--- config.mk ---
export PLATFORM = sky130hd
export DESIGN_NAME = sdram_refpwr_mgr
export DESIGN_NICKNAME = d
export VERILOG_FILES = /design/src/rtl/refpwr_pkg.sv /design/src/rtl/rfp_interval_timer.sv /design/src/rtl/rfp_debt.sv /design/src/rtl/rfp_seq.sv /design/src/rtl/sdram_refpwr_mgr.sv
export SDC_FILE = /design/constraint.sdc
export NUM_CORES = 1
export LEC_CHECK = 0
export BUFFER_PORTS_ARGS = -buffer_cell sky130_fd_sc_hd__buf_2
export CAP_MARGIN = 20
export CORE_MARGIN = 5
export CORE_UTILIZATION = 25
export DETAILED_ROUTE_END_ITERATION = 12
export GPL_TIMING_DRIVEN = 0
export SYNTH_ARGS = -nofsm -noshare
export SYNTH_HDL_FRONTEND = slang
export SYNTH_SLANG_ARGS = --single-unit
--- constraint.sdc ---
create_clock -name clk -period 3.6 [get_ports clk]
set_clock_uncertainty 0.15 [all_clocks]
set_input_delay 0.36 -clock clk [delete_from_list [all_inputs] [get_ports clk]]
set_output_delay 0.36 -clock clk [all_outputs]
set_load 0.05 [all_outputs]
--- src/rtl/refpwr_pkg.sv ---
package refpwr_pkg;

  typedef enum logic [2:0] {
    CMD_NOP  = 3'd0,
    CMD_PALL = 3'd1,
    CMD_AREF = 3'd2,
    CMD_SRE  = 3'd3,
    CMD_SRX  = 3'd4
  } sdcmd_e;

  typedef enum logic [2:0] {
    ST_IDLE = 3'd0,
    ST_PRE  = 3'd1,
    ST_REF  = 3'd2,
    ST_PD   = 3'd3,
    ST_SR   = 3'd4,
    ST_SRX  = 3'd5
  } mgr_st_e;

endpackage

--- src/rtl/rfp_interval_timer.sv ---
module rfp_interval_timer #(
  parameter int REFI = 1560
) (
  input  logic clk,
  input  logic rst,
  input  logic hold_i,
  output logic tick_o
);

  localparam int CW = (REFI > 2) ? $clog2(REFI) : 1;

  logic [CW-1:0] cnt_q;

  assign tick_o = !hold_i && (cnt_q == CW'(REFI - 1));

  always_ff @(posedge clk) begin
    if (rst || hold_i) begin
      cnt_q <= '0;
    end else if (tick_o) begin
      cnt_q <= '0;
    end else begin
      cnt_q <= cnt_q + 1'b1;
    end
  end

  // counter stays cleared while held for self-refresh
  a_r12_hold_clears: assert property (@(posedge clk) disable iff (rst)
    hold_i |=> (cnt_q == '0));

  // an expiry is never followed by another on the next cycle
  a_r2_single_tick: assert property (@(posedge clk) disable iff (rst)
    tick_o |=> !tick_o);

endmodule

--- src/rtl/rfp_debt.sv ---
module rfp_debt #(
  parameter int MAXD = 8
) (
  input  logic clk,
  input  logic rst,
  input  logic tick_i,
  input  logic retire_i,
  input  logic load_one_i,
  output logic due_o,
  output logic urgent_o
);

  localparam int DW = $clog2(MAXD + 1);

  logic [DW-1:0] owed_q;
  logic [DW:0]   sum;

  always_comb begin
    sum = {1'b0, owed_q} + {{DW{1'b0}}, tick_i};
    if (retire_i && (sum != '0)) begin
      sum = sum - (DW+1)'(1);
    end
    if (sum > (DW+1)'(MAXD)) begin
      sum = (DW+1)'(MAXD);
    end
  end

  always_ff @(posedge clk) begin
    if (rst) begin
      owed_q <= '0;
    end else if (load_one_i) begin
      owed_q <= DW'(1);
    end else begin
      owed_q <= sum[DW-1:0];
    end
  end

  assign due_o    = (owed_q != '0);
  assign urgent_o = (owed_q >= DW'(MAXD));

  // saturated debt stays saturated until a refresh retires it
  a_r3_saturate: assert property (@(posedge clk) disable iff (rst)
    ((owed_q == DW'(MAXD)) && !retire_i && !load_one_i) |=> (owed_q == DW'(MAXD)));

  // a retired refresh lowers the debt by one
  a_r6_retire: assert property (@(posedge clk) disable iff (rst)
    (retire_i && !tick_i && !load_one_i && (owed_q != '0))
      |=> (owed_q == $past(owed_q) - 1'b1));

endmodule

--- src/rtl/rfp_seq.sv ---
module rfp_seq
  import refpwr_pkg::*;
#(
  parameter int NBANK = 4,
  parameter int TRP   = 2,
  parameter int TRFC  = 7,
  parameter int TXSR  = 8
) (
  input  logic             clk,
  input  logic             rst,
  input  logic [NBANK-1:0] bank_open_i,
  input  logic             gnt_i,
  input  logic             sr_req_i,
  input  logic             pd_req_i,
  input  logic             due_i,
  input  logic             tick_i,
  output sdcmd_e           cmd_o,
  output logic             cke_o,
  output logic             busy_o,
  output logic             retire_o,
  output logic             load_one_o,
  output logic             hold_o
);

  localparam int WMAX = (TRP > TRFC) ? ((TRP > TXSR) ? TRP : TXSR)
                                     : ((TRFC > TXSR) ? TRFC : TXSR);
  localparam int WW   = $clog2(WMAX + 1);

  mgr_st_e       state_q, st_n;
  logic [WW-1:0] wcnt_q, wc_n;
  sdcmd_e        cmd_q, cmd_n;
  logic          cke_q, cke_n;
  logic          retire;
  logic          banks_closed, need_ref, wdone;

  assign banks_closed = (bank_open_i == '0);
  assign need_ref     = due_i || sr_req_i;
  assign wdone        = (wcnt_q == '0);

  always_comb begin
    st_n   = state_q;
    wc_n   = wcnt_q;
    cmd_n  = CMD_NOP;
    cke_n  = cke_q;
    retire = 1'b0;
    case (state_q)
      ST_IDLE: begin
        if (gnt_i) begin
          if (need_ref) begin
            if (!banks_closed) begin
              cmd_n = CMD_PALL;
              st_n  = ST_PRE;
              wc_n  = WW'(TRP - 1);
            end else begin
              cmd_n  = CMD_AREF;
              st_n   = ST_REF;
              wc_n   = WW'(TRFC - 1);
              retire = 1'b1;
            end
          end else if (pd_req_i && banks_closed) begin
            cke_n = 1'b0;
            st_n  = ST_PD;
          end
        end
      end
      ST_PRE: begin
        if (wdone) begin
          cmd_n  = CMD_AREF;
          st_n   = ST_REF;
          wc_n   = WW'(TRFC - 1);
          retire = 1'b1;
        end else begin
          wc_n = wcnt_q - 1'b1;
        end
      end
      ST_REF: begin
        if (wdone) begin
          if (sr_req_i && !due_i && !tick_i) begin
            cmd_n = CMD_SRE;
            cke_n = 1'b0;
            st_n  = ST_SR;
          end else begin
            st_n = ST_IDLE;
          end
        end else begin
          wc_n = wcnt_q - 1'b1;
        end
      end
      ST_PD: begin
        if (due_i || sr_req_i || !pd_req_i) begin
          cke_n = 1'b1;
          st_n  = ST_IDLE;
        end
      end
      ST_SR: begin
        if (!sr_req_i) begin
          cmd_n = CMD_SRX;
          cke_n = 1'b1;
          st_n  = ST_SRX;
          wc_n  = WW'(TXSR - 1);
        end
      end
      ST_SRX: begin
        if (wdone) begin
          st_n = ST_IDLE;
        end else begin
          wc_n = wcnt_q - 1'b1;
        end
      end
      default: st_n = ST_IDLE;
    endcase
  end

  always_ff @(posedge clk) begin
    if (rst) begin
      state_q <= ST_IDLE;
      wcnt_q  <= '0;
      cmd_q   <= CMD_NOP;
      cke_q   <= 1'b1;
    end else begin
      state_q <= st_n;
      wcnt_q  <= wc_n;
      cmd_q   <= cmd_n;
      cke_q   <= cke_n;
    end
  end

  assign cmd_o      = cmd_q;
  assign cke_o      = cke_q;
  assign busy_o     = (state_q != ST_IDLE);
  assign retire_o   = retire;
  assign hold_o     = (state_q == ST_SR);
  assign load_one_o = (state_q == ST_SR) && !sr_req_i;

  // a refresh goes out only after a precharge-all or with all banks closed
  a_r4_pall_first: assert property (@(posedge clk) disable iff (rst)
    (cmd_q == CMD_AREF) |-> (($past(state_q) == ST_PRE) || ($past(bank_open_i) == '0)));

  // self-refresh entry carries CKE low
  a_r7_sre_cke_low: assert property (@(posedge clk) disable iff (rst)
    (cmd_q == CMD_SRE) |-> (!cke_q && (state_q == ST_SR)));

  // self-refresh exit raises CKE
  a_r8_srx_cke_rise: assert property (@(posedge clk) disable iff (rst)
    (cmd_q == CMD_SRX) |-> (cke_q && !$past(cke_q)));

  // power-down only from idle with banks closed and no debt
  a_r9_pd_entry: assert property (@(posedge clk) disable iff (rst)
    ((state_q == ST_PD) && ($past(state_q) == ST_IDLE))
      |-> (($past(bank_open_i) == '0) && !$past(due_i)));

  // the cycle leaving power-down carries no command
  a_r10_pd_exit_quiet: assert property (@(posedge clk) disable iff (rst)
    ($rose(cke_q) && ($past(state_q) == ST_PD)) |-> (cmd_q == CMD_NOP));

  // CKE low implies ownership of the bus
  a_r11_busy_when_low: assert property (@(posedge clk) disable iff (rst)
    !cke_q |-> busy_o);

endmodule

--- src/rtl/sdram_refpwr_mgr.sv ---
module sdram_refpwr_mgr
  import refpwr_pkg::*;
#(
  parameter int NBANK        = 4,
  parameter int REFI         = 1560,
  parameter int TRP          = 2,
  parameter int TRFC         = 7,
  parameter int TXSR         = 8,
  parameter int POSTPONE_MAX = 8
) (
  input  logic             clk,
  input  logic             rst,
  input  logic [NBANK-1:0] bank_open_i,
  input  logic             eng_idle_i,
  input  logic             sr_req_i,
  input  logic             pd_req_i,
  output logic [2:0]       cmd_o,
  output logic             cke_o,
  output logic             busy_o,
  output logic             ref_due_o,
  output logic             ref_urgent_o
);

  logic   tick, hold, retire, load_one, due, urgent;
  sdcmd_e cmd;

  rfp_interval_timer #(.REFI(REFI)) u_timer (
    .clk    (clk),
    .rst    (rst),
    .hold_i (hold),
    .tick_o (tick)
  );

  rfp_debt #(.MAXD(POSTPONE_MAX)) u_debt (
    .clk        (clk),
    .rst        (rst),
    .tick_i     (tick),
    .retire_i   (retire),
    .load_one_i (load_one),
    .due_o      (due),
    .urgent_o   (urgent)
  );

  rfp_seq #(
    .NBANK (NBANK),
    .TRP   (TRP),
    .TRFC  (TRFC),
    .TXSR  (TXSR)
  ) u_seq (
    .clk         (clk),
    .rst         (rst),
    .bank_open_i (bank_open_i),
    .gnt_i       (eng_idle_i),
    .sr_req_i    (sr_req_i),
    .pd_req_i    (pd_req_i),
    .due_i       (due),
    .tick_i      (tick),
    .cmd_o       (cmd),
    .cke_o       (cke_o),
    .busy_o      (busy_o),
    .retire_o    (retire),
    .load_one_o  (load_one),
    .hold_o      (hold)
  );

  assign cmd_o        = cmd;
  assign ref_due_o    = due;
  assign ref_urgent_o = urgent;

endmodule

==> impl_metrics.csv, run 1 <==
group,metric,value,unit
sta,fin_crit_sh,93.3,%
setup_path,r2r_end,"u_debt.owed_q[0]$_SDFF_PP0_",
setup_path,path_class,"reg -> reg",
run_status,outcome,"complete, no violations",
clock_tree,htreeDepth,1,
logic_synthesis,ys.flop_type,"dfxtp_1",
hold_path,holdCritPathClass,"in -> reg",
global_routing,grt_pass1_wl,6.49,mm
place,gp_congestion,0.821,
logic_synthesis,async_reset_ff_share,0,%
hold_path,hold_depth,3,
sta,hold_violations,0,
power_and_ir_drop,p_int,646,uW
global_routing,grt_usage,9.10,%
cells_and_area,fin_util,28.7,%
global_routing,gr-total-overflow,0,
power_and_ir_drop,p_sw,526,uW
power_and_ir_drop,design_power_total,1170,uW
sta,period_minus_slack,3.36,ns
global_routing,grtUsageMet2,15.0,%
logic_synthesis,synth_common_cells,"nor2_1 (32), dfxtp_1 (26), a21oi_1 (15)",
clock_tree,clkTransAtPathRegs,0.09,ns
setup_path,worst_path_most_repeated_cell,"ha_1",
setup_path,end_kind,"register",
logic_synthesis,synth-edff-count,0,
cells_and_area,antenna_cells,0,
cells_and_area,drive_above_1_share,14.8,%
floorplan,die_area,8500,um^2
sta,setup_viol,0,
power_and_ir_drop,pwr-share-seq,32.8,%
logic_synthesis,syn_avg_cell_area,7.97,um^2
cells_and_area,nFillCells,726,
route,drt_iter0_drc,108,
setup_path,reg2reg_depth,11,
global_routing,grt_busiest_layer,"met2",
clock_tree,tritoncts,"yes",
setup_path,required,3.63,ns
setup_path,r2r_slack,0.24,ns
logic_synthesis,ys_seq_area_share,30.8,%
floorplan,dieHeight,92.2,um
clock_tree,worstSkewPairLatency,0.27,ns
floorplan,std_cell_rows,30,
hold_path,min_from,"rst",
route,wl_per_cell,12.3,um
logic_synthesis,yosys.area.top_type,"dfxtp_1",
logic_synthesis,synth_xor_area_share,8.30,%
cells_and_area,layout.nets,245,
cells_and_area,area_growth,13.4,%
logic_synthesis,yosysTopAreaCellShare,30.8,%
floorplan,initial_core_util,25.3,%
logic_synthesis,yosys_warnings,0,
sta,tns,0,ns
place,portBuffers,15,
setup_path,critPathBufInv,2,
cells_and_area,seqCellArea,520,um^2
logic_synthesis,syn_inst,212,
floorplan,ios,16,
cells_and_area,multi_input_area,1080,um^2
flow_run,maxCapViolations,0,
clock_tree,clock-sinks,26,
route,vias_per_cell,4.95,
logic_synthesis,synth_compound_gate_area_share,20.4,%
logic_synthesis,synth-seq-cells,26,
floorplan,die_w,92.2,um
clock_tree,cts_buffer_depth,2,
setup_path,crit_family,"simple AND/OR/NAND/NOR gates",
setup_path,arrival,3.39,ns
clock_tree,cts_buffers,3,
sta,worst-slew-pin-transition,0.855,ns
logic_synthesis,synth-adder-area-share,4.44,%
route,routed_wirelength,3.80,mm
power_and_ir_drop,comb_power_share,50.7,%
route,drt_pass1_iterations,4,
hold_path,min_to,"u_timer.cnt_q[2]$_SDFF_PP0_",
power_and_ir_drop,swShare,44.9,%
floorplan,coreArea,6680,um^2
setup_path,cpPeakStageDelay,0.56,ns
clock_tree,cts_root_buffer,"clkbuf_8",
logic_synthesis,synth_top_family_by_area,"simple AND/OR/NAND/NOR gates",
logic_synthesis,synthMuxAreaShare,2.37,%
global_routing,grt_max_degree,15,
sta,max_slew_margin,42.9,%
logic_synthesis,yosys.area_share.simple,28.5,%
logic_synthesis,syn_nets,227,
sta,max_freq,0.298,GHz
sta,drv_slew,0,
global_routing,met1_usage,12.5,%
route,vias,1529,
global_routing,met3_usage,0.984,%
place,hpwl,2.98,mm
power_and_ir_drop,p_per_area,612,nW/um^2
logic_synthesis,synthDistinctLibCells,55,
power_and_ir_drop,clkPwrFrac,16.5,%
setup_path,cpMaxStageDelayCell,"or3b_2",
logic_synthesis,syn_area,1690,um^2
setup_path,crit_chain,"or3b_2 > and4b_1 > ha_1 > ha_1 > inv_1 > ha_1 > inv_1 > o32ai_4 > or2_1 > a31o_4 > o41ai_2",
global_routing,grt_antenna_before_repair,0,
global_routing,grt_pass1_vias,1403,
route,ant_nets,0,
route,route.detailed.drc,0,
logic_synthesis,synthMostInstantiatedCell,"nor2_1",
setup_path,reg2reg_from,"u_seq.state_q[0]$_SDFFE_PP0P_",
logic_synthesis,synthTopCellsByArea,"dfxtp_1 (31%), nor2_1 (7.1%), a21oi_1 (4.4%)",
sta,rsz0062_at_grt,"false",
power_and_ir_drop,irDropWorstVdd,0.181,mV
setup_path,startpoint_type,"register",
setup_path,critPathMaxFanout,10,
power_and_ir_drop,power.leakage,0.000751,uW
[state kept, by name, summed over array words and instances (netlist names)]
| signal | cells |
|---|---|
| u_debt.owed_q | 4 |
| u_seq.cke_o | 1 |
| u_seq.cmd_o | 3 |
| u_seq.state_q | 3 |
| u_seq.wcnt_q | 4 |
| u_timer.cnt_q | 11 |
[per-stage QoR]
| stage | area, um^2 | hold WS (ns) | cells | worst slack [ns] |
|---|---|---|---|---|
| floorplan | 1690 | 0.280 | 212 | 0.414 |
| global placement | 1860 | 0.295 | 307 | 0.173 |
| detailed placement | 1860 | 0.308 | 307 | 0.0922 |
| CTS | 1920 | 0.229 | 311 | 0.0722 |
| global route | 1920 | 0.263 | 309 | 0.0326 |
| finish | 1920 | 0.230 | 309 | 0.242 |
[timing repair]
item | in CTS | in global routing
setup buffers | 0 | 0
hold buffers | 0 | 0
resized for setup | 0 | 1
endpoints found under the setup margin | 0 | 4
[layout make-up]
| class | instances | share of cell area, % |
|---|---|---|
| plain buffers | 9 | 1.83 |
| clock buffers | 4 | 2.87 |
| inverters | 12 | 2.35 |
| multi-input cells | 163 | 56.6 |
| flip-flops and latches | 26 | 27.2 |
| well taps | 80 | 5.23 |
| repair buffers | 15 | 3.92 |
[metal layers]
layer | vias to the layer above | wire, um
met5 | - | 0
li1 | 789 | -
met4 | 0 | 49
met3 | 4 | 135
met2 | 31 | 1770
met1 | 705 | 1850
[layout by cell type (no fill, tap or decap), types with 2 or more instances in the layout]
cell      synthesis  layout
dfxtp_1          26      26
nand3_1           9       9
nand2b_1          2       2
nor4_1            4       4
mux2i_1           4       4
o21ai_0          10      10
xnor2_1           8       8
nor2b_1           2       2
nand2_1          12      12
nor3_1            4       4
nor3_2            2       2
clkbuf_8          0       4
ha_1              6       6
a211o_1           2       2
or3_1             3       3
nor3b_1           2       2
o21bai_1          2       2
inv_1            12      12
buf_2             1      16
or4_1             2       2
a21oi_1          15      14
nor2_1           32      32
o31ai_1           2       2
nand4_1           2       2
clkbuf_1         10       8
xor2_1            8       8
[power by group through the flow]
| stage | logic, uW | registers (uW) | clock network (uW) |
|---|---|---|---|
| 2_1_floorplan | 460 | 394 | 0 |
| 3_3_place_gp | 618 | 367 | 0 |
| 3_5_place_dp | 616 | 368 | 0 |
| 4_1_cts | 620 | 361 | 201 |
| 5_1_grt | 662 | 394 | 211 |
| 6_report | 595 | 384 | 194 |
[kinds of logic (layout without fill, tap and decap cells)]
logic type	after synthesis	after routing
AND/OR/NAND/NOR	90	90
AO/OA/AOI/OAI	47	47
flip-flops	26	26
buffers and inverters	23	40
XOR/XNOR	16	16
adder cells (fa/ha/maj)	6	6
multiplexers	4	4
[worst max-delay path by stage]
stage | from | slack (ns) | endpoint | cells past startpoint
after floorplan | u_seq.state_q[0]$_SDFFE_PP0P_ | 0.41 | u_debt.owed_q[0]$_SDFF_PP0_ | 11
after global placement | u_seq.state_q[0]$_SDFFE_PP0P_ | 0.17 | u_debt.owed_q[0]$_SDFF_PP0_ | 11
after detailed placement | u_seq.state_q[0]$_SDFFE_PP0P_ | 0.09 | u_debt.owed_q[1]$_SDFF_PP0_ | 11
after CTS | u_seq.state_q[0]$_SDFFE_PP0P_ | 0.07 | u_debt.owed_q[1]$_SDFF_PP0_ | 11
after global routing | u_seq.state_q[0]$_SDFFE_PP0P_ | 0.03 | u_debt.owed_q[0]$_SDFF_PP0_ | 11
final | u_seq.state_q[0]$_SDFFE_PP0P_ | 0.24 | u_debt.owed_q[0]$_SDFF_PP0_ | 11
[worst register-to-register path, cell delays in order (launching register included)]
cell and delay, ns:
dfxtp_1 0.42, or3b_2 0.56, and4b_1 0.24, ha_1 0.23, ha_1 0.33, inv_1 0.07, ha_1 0.20, inv_1 0.10
o32ai_4 0.12, or2_1 0.29, a31o_4 0.27, o41ai_2 0.30
Note: power is estimated with default switching activity, not from simulation.
==> run 2: changes to the inputs <==
ABC_AREA = 1   (was unset)
CORE_MARGIN = unset   (was 5)
==> run 2 against run 1 <==
Utilization grew 1.0 points. Die area shrank 19%. Register-to-register slack gained 0.48 ns. First-iteration DRC count shrank 59%. Via count shrank 1.6%. Synthesized cell count grew 18%. Global-route usage grew 0.87 points. Final cell count grew 12%. Critical path type unchanged. Largest cell class unchanged.
==> impl_metrics.csv, run 2 <==
group,metric,value,unit
sta,max_freq,0.347,GHz
clock_tree,cts_hold_buf,0,
clock_tree,clkTransAtPathRegs,0.09,ns
global_routing,grt_pass1_vias,1349,
setup_path,path_class,"reg -> reg",
setup_path,r2r_slack,0.72,ns
cells_and_area,drive_above_1_share,17.2,%
setup_path,worstSetupStartpoint,"u_seq.state_q[2]$_SDFFE_PP0P_",
setup_path,required,3.62,ns
setup_path,cpMaxStageDelayCell,"dfxtp_1",
run_status,outcome,"complete, no violations",
clock_tree,worstSkewPairLatency,0.27,ns
sta,fin_ws,0.717,ns
logic_synthesis,syn_avg_cell_area,6.59,um^2
floorplan,std_cell_rows,29,
global_routing,grt_usage,9.97,%
cells_and_area,antenna_cells,0,
logic_synthesis,yosys_warnings,0,
logic_synthesis,synthMostInstantiatedCell,"nand2_1",
clock_tree,clock-sinks,26,
floorplan,coreArea,6350,um^2
logic_synthesis,async_reset_ff_share,0,%
setup_path,r2r_end,"u_debt.owed_q[0]$_SDFF_PP0_",
clock_tree,cts_setup_buffers,0,
floorplan,die_w,83.2,um
global_routing,grt_busiest_layer,"met2",
cells_and_area,final_cell_mix,"nand2_1 (47), inv_1 (41), nor2_1 (31)",
setup_path,crit_family,"simple AND/OR/NAND/NOR gates",
floorplan,die_area,6920,um^2
global_routing,grtUsageMet2,16.8,%
power_and_ir_drop,irDropWorstVdd,0.192,mV
cells_and_area,instances_no_fill,345,
power_and_ir_drop,power.leakage,0.000865,uW
global_routing,met1_usage,12.7,%
clock_tree,cts_root_buffer,"clkbuf_8",
setup_path,reg2reg_depth,17,
cells_and_area,top_regs,"u_timer.cnt_q: 11 flops, u_debt.owed_q: 4 flops, u_seq.wcnt_q: 4 flops",
place,gp_congestion,0.838,
hold_path,min_from,"rst",
global_routing,gr-total-overflow,0,
setup_path,crit_chain,"inv_2 > nor2_2 > nor2_1 > nand2_1 > inv_1 > ha_1 > ha_1 > inv_1 > ha_1 > nand2_1 > nor2_1 > nand2_2 > nand2_4 > o21ai_0 > inv_1 > nand3_1 > a21oi_1",
route,vias_per_cell,4.36,
hold_path,holdCritPathClass,"in -> reg",
logic_synthesis,ys.flop_type,"dfxtp_1",
sta,hold_violations,0,
cells_and_area,final_common_cell,"nand2_1",
clock_tree,tritoncts,"yes",
route,route.detailed.drc,0,
cells_and_area,largest_reg_flops,11,
route,drt_pass1_iterations,4,
logic_synthesis,syn_inst,250,
setup_path,end_kind,"register",
route,routed_wirelength,3.30,mm
logic_synthesis,syn_nets,265,
logic_synthesis,yosysTopAreaCellShare,31.6,%
setup_path,reg2reg_from,"u_seq.state_q[2]$_SDFFE_PP0P_",
setup_path,cpPeakStageDelay,0.41,ns
logic_synthesis,yosys.area.top_type,"dfxtp_1",
clock_tree,cts_buffer_depth,2,
sta,tns,0,ns
route,drt_iter0_drc,44,
setup_path,arrival,2.90,ns
cells_and_area,largest-register,"u_timer.cnt_q",
global_routing,grt_antenna_before_repair,0,
logic_synthesis,syn_area,1650,um^2
flow_run,maxCapViolations,0,
sta,fin_crit_sh,80.1,%
logic_synthesis,synthTopCellsByArea,"dfxtp_1 (32%), nand2_1 (11%), inv_1 (9.3%)",
sta,drv_slew,0,
logic_synthesis,synth-seq-cells,26,
sta,setup_viol,0,
logic_synthesis,synthDistinctLibCells,34,
setup_path,critPathMaxFanout,7,
clock_tree,cts_buffers,3,
clock_tree,htreeDepth,1,
floorplan,dieHeight,83.2,um
logic_synthesis,synth_common_cells,"nand2_1 (47), inv_1 (41), nor2_1 (31)",
floorplan,initial_core_util,26.0,%
sta,holdWs,0.202,ns
route,wl_per_cell,9.55,um
setup_path,cp-endpoint,"u_debt.owed_q[0]$_SDFF_PP0_",
global_routing,met3_usage,1.89,%
place,dpl.cell_count,341,
route,ant_nets,0,
logic_synthesis,ys_seq_area_share,31.6,%
cells_and_area,fin_util,29.7,%
place,portBuffers,14,
floorplan,ios,16,
setup_path,cp_num_cells,17,
sta,period_minus_slack,2.88,ns
sta,worst-slew-pin-transition,0.461,ns
cells_and_area,layout.nets,284,
setup_path,startpoint_type,"register",
cells_and_area,area_growth,14.4,%
logic_synthesis,synth-edff-count,0,
place,pre_cts_ws,0.722,ns
setup_path,critPathBufInv,4,
cells_and_area,nFillCells,677,
sta,rsz0062_at_grt,"false",
global_routing,grt_max_degree,16,
clock_tree,cts_resized,0,
power_and_ir_drop,p_per_area,684,nW/um^2
route,vias,1505,
place,hpwl,2.70,mm
sta,max_slew_margin,69.0,%
global_routing,grt_pass1_wl,5.72,mm
[run 2: worst min-delay path by stage]
stage	end	depth (start not counted)	slack, ns
floorplan	u_timer.cnt_q[0]$_SDFF_PP0_	1	0.27
global placement	u_timer.cnt_q[0]$_SDFF_PP0_	1	0.28
detailed placement	u_timer.cnt_q[0]$_SDFF_PP0_	1	0.29
CTS	u_seq.wcnt_q[0]$_SDFFE_PP0P_	2	0.21
global route	u_seq.state_q[1]$_SDFFE_PP0P_	2	0.24
finish	u_seq.state_q[1]$_SDFFE_PP0P_	2	0.20
[run 2: worst register-to-register path, cell delays in order, from the launching register on]
cell     delay [ns]
dfxtp_1        0.41
inv_2          0.11
nor2_2         0.28
nor2_1         0.08
nand2_1        0.12
inv_1          0.06
ha_1           0.20
ha_1           0.30
inv_1          0.07
ha_1           0.19
nand2_1        0.06
nor2_1         0.05
nand2_2        0.10
nand2_4        0.08
o21ai_0        0.28
inv_1          0.09
nand3_1        0.08
a21oi_1        0.06
[run 2: metrics by stage]
step / cell area (um^2) / total power, uW
floorplan: 1650 / 930
global placement: 1810 / 1050
detailed placement: 1810 / 1050
CTS: 1890 / 1300
global route: 1890 / 1410
finish: 1890 / 1290
[run 2: cells by family after synthesis]
logic type	share of synthesized area, %
and+or+nand+nor	37.2
buffers and inverters	11.6
AOI/OAI and AO/OA	12.5
adders and majority gates	4.56
xor gates and xnor gates	2.58
DFF	31.6
[run 2: layer usage]
layer	vias to the layer above	wire length, um
met5	-	0
met4	0	42
met3	4	88
met2	17	1580
met1	653	1580
li1	831	-
[run 2: cell type report]
cell class / count / area (um^2) / share of cell area, %
inverters: 47 / 176 / 9.36
multi-input cells: 174 / 936 / 49.6
well taps: 77 / 96.3 / 5.11
clock buffers: 3 / 41.3 / 2.19
clock inverters: 1 / 30.0 / 1.59
repair buffers: 14 / 70.1 / 3.72
plain buffers: 3 / 15.0 / 0.796
flip-flops and latches: 26 / 520 / 27.6
[run 2: where the power goes]
group,internal (uW),leakage [uW],total (uW),switching [uW]
Sequential,342,0.000212,390,48.2
Clock,149,0.0000357,241,92.7
Combinational,214,0.000617,658,444
==> run 3: changes to the inputs <==
clock period = 2.5 ns   (was 3.6 ns; I/O delays follow)
==> run 3 against run 2 <==
The flow now finishes with violations (negative setup slack). Combinational power increased by 60%. First-iteration DRC count increased by 70%. Critical path depth increased by 4. Sequential power increased by 44%. Worst hold slack got worse by 0.090 ns. Largest power group unchanged. Highest routed layer unchanged.
==> impl_metrics.csv, run 3 (synthesis gave the netlist of run 2 again) <==
group,metric,value,unit
route,routed_wirelength,3.74,mm
sta,max_slew_margin,69.9,%
route,drt_iter0_drc,75,
cells_and_area,drive_above_1_share,29.9,%
global_routing,grt_busiest_layer,"met2",
clock_tree,cts_buffer_depth,2,
place,dpl.cell_count,341,
cells_and_area,layout.nets,297,
sta,max_freq,0.399,GHz
floorplan,die_w,83.2,um
floorplan,ios,16,
global_routing,grt_pass1_wl,6.36,mm
floorplan,die_area,6920,um^2
cells_and_area,area_growth,25.5,%
run_status,outcome,"finished with violations",
setup_path,end_kind,"register",
flow_run,maxCapViolations,0,
global_routing,grt_max_degree,16,
clock_tree,worstSkewPairLatency,0.27,ns
setup_path,arrival,2.58,ns
clock_tree,cts_hold_buf,0,
floorplan,initial_core_util,26.0,%
floorplan,std_cell_rows,29,
clock_tree,clkTransAtPathRegs,0.10,ns
setup_path,path_class,"reg -> reg",
global_routing,met1_usage,13.6,%
cells_and_area,nFillCells,682,
sta,worst-slew-pin-transition,0.448,ns
route,route.detailed.drc,0,
run_status,violations,"negative setup slack",
route,vias_per_cell,4.40,
global_routing,grt_pass1_vias,1473,
floorplan,coreArea,6350,um^2
power_and_ir_drop,design_power_total,1970,uW
cells_and_area,largest-register,"u_timer.cnt_q",
cells_and_area,top_regs,"u_timer.cnt_q: 11 flops, u_debt.owed_q: 4 flops, u_seq.wcnt_q: 4 flops",
sta,period_minus_slack,2.51,ns
route,wl_per_cell,10.5,um
cells_and_area,final_cell_mix,"nand2_1 (44), inv_1 (36), nor2_1 (30)",
clock_tree,cts_buffers,3,
clock_tree,cts_root_buffer,"clkbuf_8",
setup_path,required,2.57,ns
cells_and_area,multi_input_area,1000,um^2
cells_and_area,fin_util,32.6,%
setup_path,critPathMaxFanout,6,
global_routing,met3_usage,0.895,%
cells_and_area,seqCellArea,538,um^2
floorplan,dieHeight,83.2,um
clock_tree,tritoncts,"yes",
cells_and_area,largest_reg_flops,11,
setup_path,startpoint_type,"register",
global_routing,grt_antenna_before_repair,0,
sta,fin_ws,-0.00941,ns
power_and_ir_drop,p_per_area,953,nW/um^2
clock_tree,htreeDepth,1,
global_routing,grt_usage,10.9,%
clock_tree,clock-sinks,26,
global_routing,grtUsageMet2,19.9,%
cells_and_area,antenna_cells,0,
place,hpwl,2.69,mm
hold_path,holdCritPathClass,"in -> reg",
sta,setup_viol,1,
place,gp_congestion,0.841,
cells_and_area,instances_no_fill,358,
power_and_ir_drop,irDropWorstVdd,0.368,mV
place,portBuffers,14,
global_routing,gr-total-overflow,0,
route,ant_nets,0,
route,vias,1576,
sta,rsz0062_at_grt,"true",
route,drt_pass1_iterations,4,
sta,hold_violations,0,
cells_and_area,final_common_cell,"nand2_1",
power_and_ir_drop,power.leakage,0.000923,uW
sta,fin_crit_sh,100,%
sta,drv_slew,0,
run 3: layer usage:
layer	vias up	routed length, um
met5	-	0
met3	2	32
met1	715	1840
met2	7	1830
li1	852	-
met4	0	35
run 3: layout make-up:
cell class / count / area share [%]
plain buffers: 3 / 0.726
well taps: 77 / 4.66
inverters: 47 / 8.65
clock inverters: 1 / 1.45
multi-input cells: 174 / 48.4
repair buffers: 27 / 8.11
clock buffers: 3 / 2.00
flip-flops and latches: 26 / 26.0
run 3: path summary, 6_finish.rpt:
check,end,startpoint,cells after the start,slack (ns)
hold / removal,u_debt.owed_q[0]$_SDFF_PP0_,rst,2,0.11
hold reg to reg,u_seq.cke_o$_SDFFE_PP1P_,u_seq.cke_o$_SDFFE_PP1P_,2,0.33
setup reg to reg,u_debt.owed_q[1]$_SDFF_PP0_,u_timer.cnt_q[3]$_SDFF_PP0_,21,-0.009
setup / recovery,u_debt.owed_q[1]$_SDFF_PP0_,u_timer.cnt_q[3]$_SDFF_PP0_,21,-0.009
run 3: through the flow:
stage          hold WS (ns)  instance area (um^2)  worst slack (ns)  setup TNS, ns
6_report              0.112                  2070          -0.00941       -0.00941
3_3_place_gp          0.284                  1820            -0.248         -0.890
5_1_grt               0.133                  2070            -0.197         -0.706
2_1_floorplan         0.268                  1650            0.0207              0
4_1_cts               0.108                  1960           0.00149              0
3_5_place_dp          0.290                  1820            -0.256         -0.949
run 3: timing repair:
item,in CTS,in global routing
resized for setup,12,19
pin swaps,3,10
setup endpoints to repair,4,4
buffers inserted,5,8
run 3: worst max-delay path: stages (launching register included):
cell and delay (ns):
dfxtp_2 0.33, inv_2 0.07, nand4_1 0.10, nor3_2 0.20, nand2_1 0.12, inv_2 0.08, ha_4 0.14, ha_4 0.21
inv_4 0.07, ha_4 0.12, nand2_2 0.05, nor2_2 0.11, nand2_2 0.10, nand2_4 0.13, inv_2 0.04, nand2_1 0.05
nand2_1 0.06, inv_2 0.06, nand2_2 0.05, nand2_2 0.06, nand3_2 0.06, nor2_1 0.10
run 3: where the power goes:
group | switching, uW | leakage (uW) | internal, uW
Sequential | 60.1 | 0.000217 | 503
Clock | 142 | 0.0000357 | 214
Combinational | 695 | 0.000671 | 357
Total | 897 | 0.000923 | 1070
